==> src/rtl/lane_seq_pkg.sv <==
package lane_seq_pkg;

    localparam int MULT_W = 7;

    typedef enum logic [3:0] {
        ST_IDLE, ST_PLLCFG, ST_TERM, ST_SSP, ST_W_SSP, ST_W_PHY,
        ST_W_PLL, ST_W_CM, ST_W_RXTX, ST_DONE, ST_ERR
    } seq_state_e;

    typedef enum logic [2:0] {
        ERR_NONE  = 3'd0,
        ERR_PLL   = 3'd1,
        ERR_CM    = 3'd2,
        ERR_RXPLL = 3'd3,
        ERR_TX    = 3'd4
    } seq_err_e;

    typedef struct packed {
        logic              lane10b;
        logic [1:0]        tx_rate;
        logic [1:0]        rx_rate;
        logic [MULT_W-1:0] mult;
        logic              ref_half;
    } lane_cfg_t;

    typedef struct packed {
        seq_state_e        state;
        logic              lane10b;
        logic [1:0]        tx_rate;
        logic [1:0]        rx_rate;
        logic              tx_inv;
        logic              rx_inv;
        logic              loopbk;
        logic              tx_rst;
        logic              rx_rst;
        logic [MULT_W-1:0] mult;
        logic              ref_half;
        logic [MULT_W-1:0] mult_pend;
        logic              half_pend;
        logic              rx_term;
        logic              ssp;
        logic              phy_rst;
        logic              pll_en;
        logic              cm_en;
        logic              rxpll_en;
        logic              tx_en;
        logic              txd_en;
        logic              rxd_en;
        logic              done;
        seq_err_e          err;
        logic              mode_q;
        logic              speed_q;
    } seq_regs_t;

endpackage

==> src/rtl/lane_rate_calc.sv <==
module lane_rate_calc
    import lane_seq_pkg::*;
(
    input  logic       mode_sgmii_i,
    input  logic       speed_2g5_i,
    input  logic [1:0] ref_strap_i,
    output lane_cfg_t  cfg_o
);
    logic ref125;

    always_comb begin
        ref125 = (ref_strap_i == 2'd1) || (ref_strap_i == 2'd2);
        cfg_o          = '0;
        cfg_o.ref_half = ref125;
        if (!mode_sgmii_i) begin
            cfg_o.lane10b = 1'b0;
            cfg_o.tx_rate = 2'd0;
            cfg_o.rx_rate = 2'd0;
            cfg_o.mult    = ref125 ? MULT_W'(40) : MULT_W'(100);
        end else begin
            cfg_o.lane10b = 1'b1;
            cfg_o.tx_rate = speed_2g5_i ? 2'd1 : 2'd2;
            cfg_o.rx_rate = speed_2g5_i ? 2'd1 : 2'd2;
            if (speed_2g5_i) cfg_o.mult = ref125 ? MULT_W'(50) : MULT_W'(125);
            else             cfg_o.mult = ref125 ? MULT_W'(40) : MULT_W'(100);
        end
    end
endmodule

==> src/rtl/lane_wait_timer.sv <==
module lane_wait_timer #(
    parameter int CNT_W = 8
) (
    input  logic             clk,
    input  logic             rst_n,
    input  logic             load_i,
    input  logic [CNT_W-1:0] load_val_i,
    output logic             expired_o
);
    logic [CNT_W-1:0] cnt_d, cnt_q;

    always_comb begin
        cnt_d = cnt_q;
        if (load_i)              cnt_d = load_val_i;
        else if (cnt_q != '0)    cnt_d = cnt_q - 1'b1;
    end

    always_ff @(posedge clk or negedge rst_n) begin
        if (!rst_n) cnt_q <= '0;
        else        cnt_q <= cnt_d;
    end

    assign expired_o = (cnt_q == '0);
endmodule

==> src/rtl/lane_bringup_seq.sv <==
module lane_bringup_seq
    import lane_seq_pkg::*;
#(
    parameter int MS_CYCLES    = 125000,
    parameter int STEP_WAIT_MS = 1,
    parameter int PLL_WAIT_MS  = 7
) (
    input  logic              clk,
    input  logic              rst_n,
    input  logic              start_i,
    input  logic              mode_sgmii_i,
    input  logic              speed_2g5_i,
    input  logic [1:0]        ref_strap_i,
    input  logic              tx_inv_i,
    input  logic              rx_inv_i,
    input  logic              loopbk_i,
    input  logic              st_pll_i,
    input  logic              st_cm_i,
    input  logic              st_rxpll_i,
    input  logic              st_tx_i,
    output logic              lane_10b_o,
    output logic [1:0]        tx_rate_o,
    output logic [1:0]        rx_rate_o,
    output logic              tx_inv_o,
    output logic              rx_inv_o,
    output logic              loopbk_o,
    output logic              tx_rst_o,
    output logic              rx_rst_o,
    output logic [MULT_W-1:0] mult_o,
    output logic              ref_half_o,
    output logic              rx_term_o,
    output logic              ssp_en_o,
    output logic              phy_rst_o,
    output logic              pll_en_o,
    output logic              tx_cm_en_o,
    output logic              rxpll_en_o,
    output logic              tx_en_o,
    output logic              tx_data_en_o,
    output logic              rx_data_en_o,
    output logic              busy_o,
    output logic              done_o,
    output logic [2:0]        err_o
);
    localparam int STEP_CYC = STEP_WAIT_MS * MS_CYCLES;
    localparam int LONG_CYC = PLL_WAIT_MS * MS_CYCLES;
    localparam int MAX_CYC  = (LONG_CYC > STEP_CYC) ? LONG_CYC : STEP_CYC;
    localparam int CNT_W    = (MAX_CYC > 1) ? $clog2(MAX_CYC) : 1;
    localparam logic [CNT_W-1:0] WAIT_STEP = CNT_W'(STEP_CYC - 1);
    localparam logic [CNT_W-1:0] WAIT_LONG = CNT_W'(LONG_CYC - 1);

    seq_regs_t        d, q;
    lane_cfg_t        calc;
    logic             tmr_load;
    logic [CNT_W-1:0] tmr_val;
    logic             tmr_expired;
    logic             idle_like, cfg_moved;

    function automatic seq_regs_t reset_regs();
        seq_regs_t r;
        r         = '0;
        r.state   = ST_IDLE;
        r.err     = ERR_NONE;
        r.tx_rst  = 1'b1;
        r.rx_rst  = 1'b1;
        r.phy_rst = 1'b1;
        return r;
    endfunction

    lane_rate_calc i_calc (
        .mode_sgmii_i (mode_sgmii_i),
        .speed_2g5_i  (speed_2g5_i),
        .ref_strap_i  (ref_strap_i),
        .cfg_o        (calc)
    );

    lane_wait_timer #(.CNT_W(CNT_W)) i_timer (
        .clk        (clk),
        .rst_n      (rst_n),
        .load_i     (tmr_load),
        .load_val_i (tmr_val),
        .expired_o  (tmr_expired)
    );

    always_comb begin
        d         = q;
        tmr_load  = 1'b0;
        tmr_val   = WAIT_STEP;
        idle_like = (q.state == ST_IDLE) || (q.state == ST_DONE) || (q.state == ST_ERR);
        cfg_moved = (q.state == ST_DONE) &&
                    ((mode_sgmii_i != q.mode_q) || (speed_2g5_i != q.speed_q));
        if ((idle_like && start_i) || cfg_moved) begin
            d           = reset_regs();
            d.state     = ST_PLLCFG;
            d.lane10b   = calc.lane10b;
            d.tx_rate   = calc.tx_rate;
            d.rx_rate   = calc.rx_rate;
            d.tx_inv    = tx_inv_i;
            d.rx_inv    = rx_inv_i;
            d.loopbk    = loopbk_i;
            d.tx_rst    = 1'b0;
            d.rx_rst    = 1'b0;
            d.mult_pend = calc.mult;
            d.half_pend = calc.ref_half;
            d.mode_q    = mode_sgmii_i;
            d.speed_q   = speed_2g5_i;
        end else begin
            case (q.state)
                ST_PLLCFG: begin
                    d.mult     = q.mult_pend;
                    d.ref_half = q.half_pend;
                    d.state    = ST_TERM;
                end
                ST_TERM: begin
                    d.rx_term = 1'b0;
                    d.state   = ST_SSP;
                end
                ST_SSP: begin
                    d.ssp    = 1'b1;
                    tmr_load = 1'b1;
                    tmr_val  = WAIT_STEP;
                    d.state  = ST_W_SSP;
                end
                ST_W_SSP: if (tmr_expired) begin
                    d.phy_rst = 1'b0;
                    tmr_load  = 1'b1;
                    tmr_val   = WAIT_STEP;
                    d.state   = ST_W_PHY;
                end
                ST_W_PHY: if (tmr_expired) begin
                    d.pll_en = 1'b1;
                    tmr_load = 1'b1;
                    tmr_val  = WAIT_LONG;
                    d.state  = ST_W_PLL;
                end
                ST_W_PLL: if (tmr_expired) begin
                    if (st_pll_i) begin
                        d.cm_en  = 1'b1;
                        tmr_load = 1'b1;
                        tmr_val  = WAIT_STEP;
                        d.state  = ST_W_CM;
                    end else begin
                        d.err   = ERR_PLL;
                        d.state = ST_ERR;
                    end
                end
                ST_W_CM: if (tmr_expired) begin
                    if (st_cm_i) begin
                        d.rxpll_en = 1'b1;
                        d.tx_en    = 1'b1;
                        tmr_load   = 1'b1;
                        tmr_val    = WAIT_STEP;
                        d.state    = ST_W_RXTX;
                    end else begin
                        d.err   = ERR_CM;
                        d.state = ST_ERR;
                    end
                end
                ST_W_RXTX: if (tmr_expired) begin
                    if (!st_rxpll_i) begin
                        d.err   = ERR_RXPLL;
                        d.state = ST_ERR;
                    end else if (!st_tx_i) begin
                        d.err   = ERR_TX;
                        d.state = ST_ERR;
                    end else begin
                        d.txd_en = 1'b1;
                        d.rxd_en = 1'b1;
                        d.done   = 1'b1;
                        d.state  = ST_DONE;
                    end
                end
                default: ;
            endcase
        end
    end

    always_ff @(posedge clk or negedge rst_n) begin
        if (!rst_n) q <= reset_regs();
        else        q <= d;
    end

    assign lane_10b_o   = q.lane10b;
    assign tx_rate_o    = q.tx_rate;
    assign rx_rate_o    = q.rx_rate;
    assign tx_inv_o     = q.tx_inv;
    assign rx_inv_o     = q.rx_inv;
    assign loopbk_o     = q.loopbk;
    assign tx_rst_o     = q.tx_rst;
    assign rx_rst_o     = q.rx_rst;
    assign mult_o       = q.mult;
    assign ref_half_o   = q.ref_half;
    assign rx_term_o    = q.rx_term;
    assign ssp_en_o     = q.ssp;
    assign phy_rst_o    = q.phy_rst;
    assign pll_en_o     = q.pll_en;
    assign tx_cm_en_o   = q.cm_en;
    assign rxpll_en_o   = q.rxpll_en;
    assign tx_en_o      = q.tx_en;
    assign tx_data_en_o = q.txd_en;
    assign rx_data_en_o = q.rxd_en;
    assign busy_o       = !idle_like;
    assign done_o       = q.done;
    assign err_o        = q.err;
endmodule

==> config.mk <==
export PLATFORM = sky130hd
export DESIGN_NAME = lane_bringup_seq
export DESIGN_NICKNAME = d
export VERILOG_FILES = /design/src/rtl/lane_seq_pkg.sv /design/src/rtl/lane_rate_calc.sv /design/src/rtl/lane_wait_timer.sv /design/src/rtl/lane_bringup_seq.sv
export SDC_FILE = /design/constraint.sdc
export NUM_CORES = 1
export LEC_CHECK = 0
export CAP_MARGIN = 20
export CORE_MARGIN = 2
export CORE_UTILIZATION = 35
export DETAILED_ROUTE_END_ITERATION = 10
export PLACE_DENSITY = 0.66
export SYNTH_ARGS = -nofsm -noshare
export SYNTH_HDL_FRONTEND = slang
export SYNTH_SLANG_ARGS = --single-unit
==> constraint.sdc <==
create_clock -name clk -period 2.51 [get_ports clk]
set_clock_uncertainty 0.05 [all_clocks]
set_input_delay 0.3765 -clock clk [delete_from_list [all_inputs] [get_ports clk]]
set_output_delay 0.3765 -clock clk [all_outputs]
set_load 0.02 [all_outputs]
==> results.md, run 1 <==
* Status: completed
* Row Count at 33
* Synth area leader: dfrtp_1
* Fin util at 43.19%
* Synth Flop Type: dfrtp_1
* CTS tree: built
* Post-synth EDFFs at 0
* RSZ-0062 raised after global routing: no
* Cells after Synth at between 300 and 400
* Most frequent cells in the layout: dfrtp_1, clkdlybuf4s50_1, nand2_1
* Slew Limit Fails at 0
* Period utilization at 93.35%
* I/O pin count at 46
* Clk sink count at between 50 and 60
* Antenna-violating nets left at 0
* Mapped Area at 0.002974 mm2
* Final setup violating endpoints at 0
* Initial DRT Pass Iterations at 5
* Measured slew at the worst slew-check pin at 0.7511 ns
* Crit path max fanout at 7
* ANT cells at 0
* Number of synthesized register bits at 54
* Worst hold margin at 0.06960 ns
* DP Cell Count at 437
* Cell Count, Final, Fillers Out at 445
* Total GRT Usage at approximately 15%
* Pre-CTS worst setup slack at -0.1161 ns
* Number of port buffers at 44
* Peak supply drop at 312.7 uV
* DRC at 0
* Clk Latency, worst-skew pair at between 0.3 and 0.4 ns
* PD cells at 468.2 mW/mm2
* Htree depth at 2
* Grt ovf at 0
* Synth Warn # at 0
* Die Y at 96.18 um
* Overall routed net length at 6.492 mm
* Area Overhead vs Synth at 19.31%
* Initial antenna violation count at 0
* Synth top area cells: dfrtp_1, buf_4, a21oi_1
* Nets at roughly 360
* Static Leakage at 1.384 nW
* Max-cap violations at 0
* Drt initial violations at 153
* Pwr Total at 0.001662 W
* Fin crit period at between 2 and 2.5 ns
* Mean Syn Cell Area at 9.688 um2
* CP required at 2.70 ns
* Global-route wire length before repair at 10.71 mm
* Max Root-Sink Buffers at 2
* DR vias/cell at 5.180
* Post-synthesis async set-or-reset flop share at 100.0%
* DPL Wire Length at 4.810 mm
* Final Worst Setup Slack at ~0.17 ns
* Initial core utilization at 36.20%
* Via count at 2305
* F_max at 426.8 MHz
* Register area share after synthesis at 45.52%
* Worst Setup End Kind: flip-flop
* Hold Fails Final Rpt at 0
* Worst slew margin at 49.92%
* Clock slew at reported path FFs at 0.11 ns
* Hold Crit Class: primary input to asynchronous set/reset pin
* Commonest non-fill, non-tap cell in the layout: dfrtp_1
* Root buf cell: clkbuf_8
* Syn nets at 325
* Startpoint Class: flip-flop
* Core Footprint at approximately 0.0082 mm2
* GPL Wtd Cong at 0.8285
* Distinct cells, synth at 57
* Number of global-route vias before repair at 2260
* Largest net degree at the start of global routing at 34
* Die area at 0.009251 mm2
* Synth top area share at about 44%
* Path depth of the worst reg2reg path at 5
* Share of layout cells above drive strength 1 at 14.41%
* CP Class: flip-flop to flip-flop
* Cts bufs inserted at 5
* CP Data Arrival Time at between 2 and 3 ns
* Die W at 96.18 um
* Postcts setup bufs at 0
* Wire per inst at 14.59 um
==> metal layers <==
layer	global-route usage, %	routed length, um
met1	19.58	3059
met2	23.96	3062
met3	3.446	301
met4	3.929	69
met5	0	0
==> sequential cells by signal, summed over array words and instances (netlist names) <==
register       count
tx_data_en_o       1
ssp_en_o           1
ref_half_o         1
i_timer.cnt_q     20
tx_inv_o           1
phy_rst_o          1
rx_rate_o          2
q                 12
loopbk_o           1
pll_en_o           1
rx_inv_o           1
mult_o             6
tx_cm_en_o         1
rx_rst_o           1
rxpll_en_o         1
err_o              3
==> cell families (layout without fill, tap and decap cells) <==
logic type,count (synthesis),count (layout),synth area share [%]
muxes,10,10,3.702
AOI/OAI and AO/OA,68,68,16.07
buffers and inverters,51,84,10.01
DFF,54,54,45.52
adders and majority gates,4,4,1.683
other,1,1,0.1261
and+or+nand+nor,104,104,18.47
xor gates and xnor gates,15,15,4.417
==> final timing paths <==
check                      slack [ns]               from                to
setup / recovery                 0.17  i_timer.cnt_q[16]  i_timer.cnt_q[7]
hold / removal                   0.07              rst_n             q[43]
setup reg to reg                 0.17  i_timer.cnt_q[16]  i_timer.cnt_q[7]
hold reg to reg                  0.43              q[21]             q[21]
max in group asynchronous        1.67              rst_n          pll_en_o
min in group clk                 0.43              q[21]             q[21]
==> final cells by class <==
cell class / count / area, um2
clock buffer: 5 / 68.82
clock inverter: 3 / 45.04
fill: 793 / 4668
inverter: 14 / 52.55
multi-input combinational: 202 / 1326
sequential: 54 / 1354
tap: 105 / 131.4
timing repair buffer: 62 / 570.5
==> Yosys cell counts, types with 3 or more instances <==
cell type / n
xor2_1: 9
a41oi_1: 3
nor2_1: 21
a21oi_1: 23
xnor2_1: 6
nand2_1: 28
or3_1: 8
o21ai_0: 12
ha_1: 4
o211ai_1: 3
nor3_1: 10
or4_1: 4
o31ai_1: 9
nand3_1: 7
clkbuf_1: 7
mux2_2: 8
inv_1: 14
buf_4: 26
dfrtp_1: 52
nand2b_1: 4
nand3b_1: 3
==> power breakdown <==
group / total (W) / internal (W) / leakage [nW] / switching, W
registers: 0.000910 / 0.000894 / 0.619 / 0.0000166
clock network: 0.000600 / 0.000297 / 0.0504 / 0.000303
logic: 0.000151 / 0.0000734 / 0.715 / 0.0000779
==> critical path: stages, from the launching register on <==
cell      delay [ns]
dfrtp_1         0.45
or3_4           0.39
or3b_1          0.50
or4_4           0.55
a21boi_4        0.18
a31oi_2         0.14
==> timing repair <==
action / in CTS / in global routing
hold buffers: 0 / 0
endpoints found under the setup margin: 2 / 0
resized for setup: 1 / 0
==> per-stage QoR <==
stage | area, um2 | TNS, ns
after global placement | 3431 | 0
after detailed placement | 3431 | -0.2078
after floorplan | 2974 | 0
final | 3548 | 0
after CTS | 3548 | 0
after global routing | 3548 | 0
Power figures use the tool's default switching activity.
==> run 2: changes to the inputs <==
--- a/config.mk
+++ b/config.mk
@@ -7,9 +7,10 @@
 export LEC_CHECK = 0
 export CAP_MARGIN = 20
 export CORE_MARGIN = 2
-export CORE_UTILIZATION = 35
+export CORE_UTILIZATION = 54
 export DETAILED_ROUTE_END_ITERATION = 10
-export PLACE_DENSITY = 0.66
+export PLACE_DENSITY = 0.9
+export SKIP_LAST_GASP = 1
 export SYNTH_ARGS = -nofsm -noshare
 export SYNTH_HDL_FRONTEND = slang
 export SYNTH_SLANG_ARGS = --single-unit
==> results.md, run 2 (synthesized netlist as in run 1, its figures left out) <==
* Slowest-stage cell, CP: or3b_1
* Max-cap violations at 0 (unchanged)
* Cell Count, Final, Fillers Out at 409 (-8.1%)
* Largest register FFs at 20 (unchanged)
* Clock power frac at 35.7% (-0.4 points)
* CP max stage delay at 0.52 ns (-0.03 ns)
* Worst slew margin at 58.09% (+8.2 points)
* Hold Fails Final Rpt at 0 (unchanged)
* Final setup violating endpoints at 0 (unchanged)
* Pre-CTS worst setup slack at 0.03595 ns (+0.1520 ns)
* Grt ovf at 0 (unchanged)
* Row Count at 27 (-18%)
* Clk Latency, worst-skew pair at 0.31 ns (about the same)
* Most frequent cells in the layout: dfrtp_1, clkdlybuf4s50_1, nand2_1
* Final Worst Setup Slack at 0.1343 ns (-0.03253 ns)
* Number of port buffers at 44 (unchanged)
* Peak supply drop at 301.1 uV (-3.7%)
* Initial antenna violation count at 0 (unchanged)
* GPL Wtd Cong at 0.8654 (+4.5%)
* Power share of the combinational group at 9.2% (about the same)
* Sw Pwr at 0.0003869 W (-2.6%)
* DP Cell Count at 400 (-8.5%)
* Pwr Total at 0.001654 W (-0.48%)
* Measured slew at the worst slew-check pin at 0.6273 ns (-0.1238 ns)
* Area of the multi-input gates at 0.001326 mm2 (unchanged)
* CTS tree: built
* DR vias/cell at 5.758 (+11%)
* Pint at 0.001267 W (+0.19%)
* Largest net degree at the start of global routing at 23 (-32%)
* Die area at 0.006118 mm2 (-34%)
* Cts bufs inserted at 5 (unchanged)
* Die W at 78.22 um (-19%)
* Total GRT Usage at 22.99% (+8.3 points)
* Wire per inst at 15.63 um (+7.2%)
* I/O pin count at 46 (unchanged)
* Number of global-route vias before repair at 2354 (+4.2%)
* Fill count at 425 (-46%)
* Static Leakage at 1.376 nW (-0.63%)
* Clock slew at reported path FFs at 0.10 ns (about the same)
* Slew Limit Fails at 0 (unchanged)
* ANT cells at 0 (unchanged)
* Die Y at 78.22 um (-19%)
* Critical path, cell by cell: or3_4, or3b_1, nor3_2, a21oi_1, mux2_2
* Status: completed
* Share of layout cells above drive strength 1 at 13.65% (-0.76 points)
* Max Root-Sink Buffers at 2 (unchanged)
* Hold Crit Class: flip-flop to flip-flop
* F_max at 420.9 MHz (-1.4%)
* CP Data Arrival Time at 2.53 ns (about the same)
* Worst hold margin at 0.4520 ns (+0.3824 ns)
* Core Footprint at 0.005405 mm2 (-34%)
* Crit path max fanout at 7 (unchanged)
* CP Class: flip-flop to flip-flop
* Commonest non-fill, non-tap cell in the layout: dfrtp_1
* Initial DRT Pass Iterations at 4 (-1)
* Overall routed net length at 6.394 mm (-1.5%)
* Period utilization at 94.65% (+1.3 points)
* Area occupied by registers at 0.001355 mm2 (about the same)
* Htree depth at 2 (unchanged)
* Biggest register: i_timer.cnt_q
* Final setup TNS at 0 ns (unchanged)
* Startpoint Class: flip-flop
* Critical path's top delay family: simple AND/OR/NAND/NOR gates
* Antenna-violating nets left at 0 (unchanged)
* Root buf cell: clkbuf_8
* DPL Wire Length at 4.791 mm (-0.38%)
* Clk sink count at 54 (unchanged)
* Drt initial violations at 249 (+63%)
* Global-route wire length before repair at 11.14 mm (+4.1%)
* Worst Setup End Kind: flip-flop
* Initial core utilization at 55.02% (+19 points)
* Worst path bufs/invs at 0 (unchanged)
* CP required at 2.67 ns (-0.03 ns)
* Sw Share at 23.40% (-0.51 points)
* RSZ-0062 raised after global routing: no
* DRC at 0 (unchanged)
* Reg power frac at 55.1% (+0.3 points)
* Nets at 354 (-0.84%)
* Via count at 2355 (+2.2%)
* PD cells at 474.2 mW/mm2 (+1.3%)
* Area Overhead vs Synth at 17.25%
* Fin crit period at 2.376 ns (+0.03253 ns)
run 2: cell type report:
type                            instances  area share, %
Sequential cell                        54          38.86
Multi-Input combinational cell        202          38.03
Timing Repair Buffer                   59          15.79
Tap cell                               72          2.583
Clock buffer                            5          1.973
Inverter                               14          1.507
Clock inverter                          3          1.256
run 2: worst register-to-register path: stages, from the launching register on:
cell and delay (ns):
dfrtp_1 0.44, or3_4 0.40, or3b_1 0.52, nor3_2 0.35
a21oi_1 0.22, mux2_2 0.31
run 2: metal layers:
metal	share of wire (%)	global-route usage, %	wire, um	vias up
li1	-	-	-	1114
met1	42	29.76	2677	1153
met2	50	38.36	3215	82
met3	6.3	5.747	400	6
met4	1.6	6.842	100	0
met5	0	0	0	-
run 2: power groups by stage:
| stage | clock network (W) | registers [W] | logic (W) |
|---|---|---|---|
| 2_1_floorplan | 0 | 0.000930 | 0.0000757 |
| 3_3_place_gp | 0 | 0.000926 | 0.000148 |
| 3_5_place_dp | 0 | 0.000927 | 0.000153 |
| 4_1_cts | 0.000599 | 0.000911 | 0.000155 |
| 5_1_grt | 0.000633 | 0.000914 | 0.000168 |
| 6_report | 0.000591 | 0.000911 | 0.000152 |
run 2: worst paths after layout:
path	startpoint	endpoint	cells past startpoint	slack [ns]
max reg2reg	i_timer.cnt_q[16]	err_o[1]	5	0.13
min	rx_rst_o	rx_rst_o	1	0.45
max	i_timer.cnt_q[16]	err_o[1]	5	0.13
min reg2reg	rx_rst_o	rx_rst_o	1	0.45
min in group asynchronous	rst_n	rx_rate_o[1]	2	0.47
max in group asynchronous	rst_n	phy_rst_o	3	1.31
run 2: repair_timing:
item | CTS | global route
hold endpoints to repair | 17 | 0
hold buffers | 1 | 0
setup endpoints to repair | 0 | 6
buffers inserted | 0 | 0
gates resized for setup | 0 | 2
run 2: stage by stage:
stage	util (%)	instance area [um2]
after floorplan	-	2974
after global placement	62.15	3359
after detailed placement	62.15	3359
after CTS	64.42	3482
after global routing	64.51	3487
final	64.51	3487
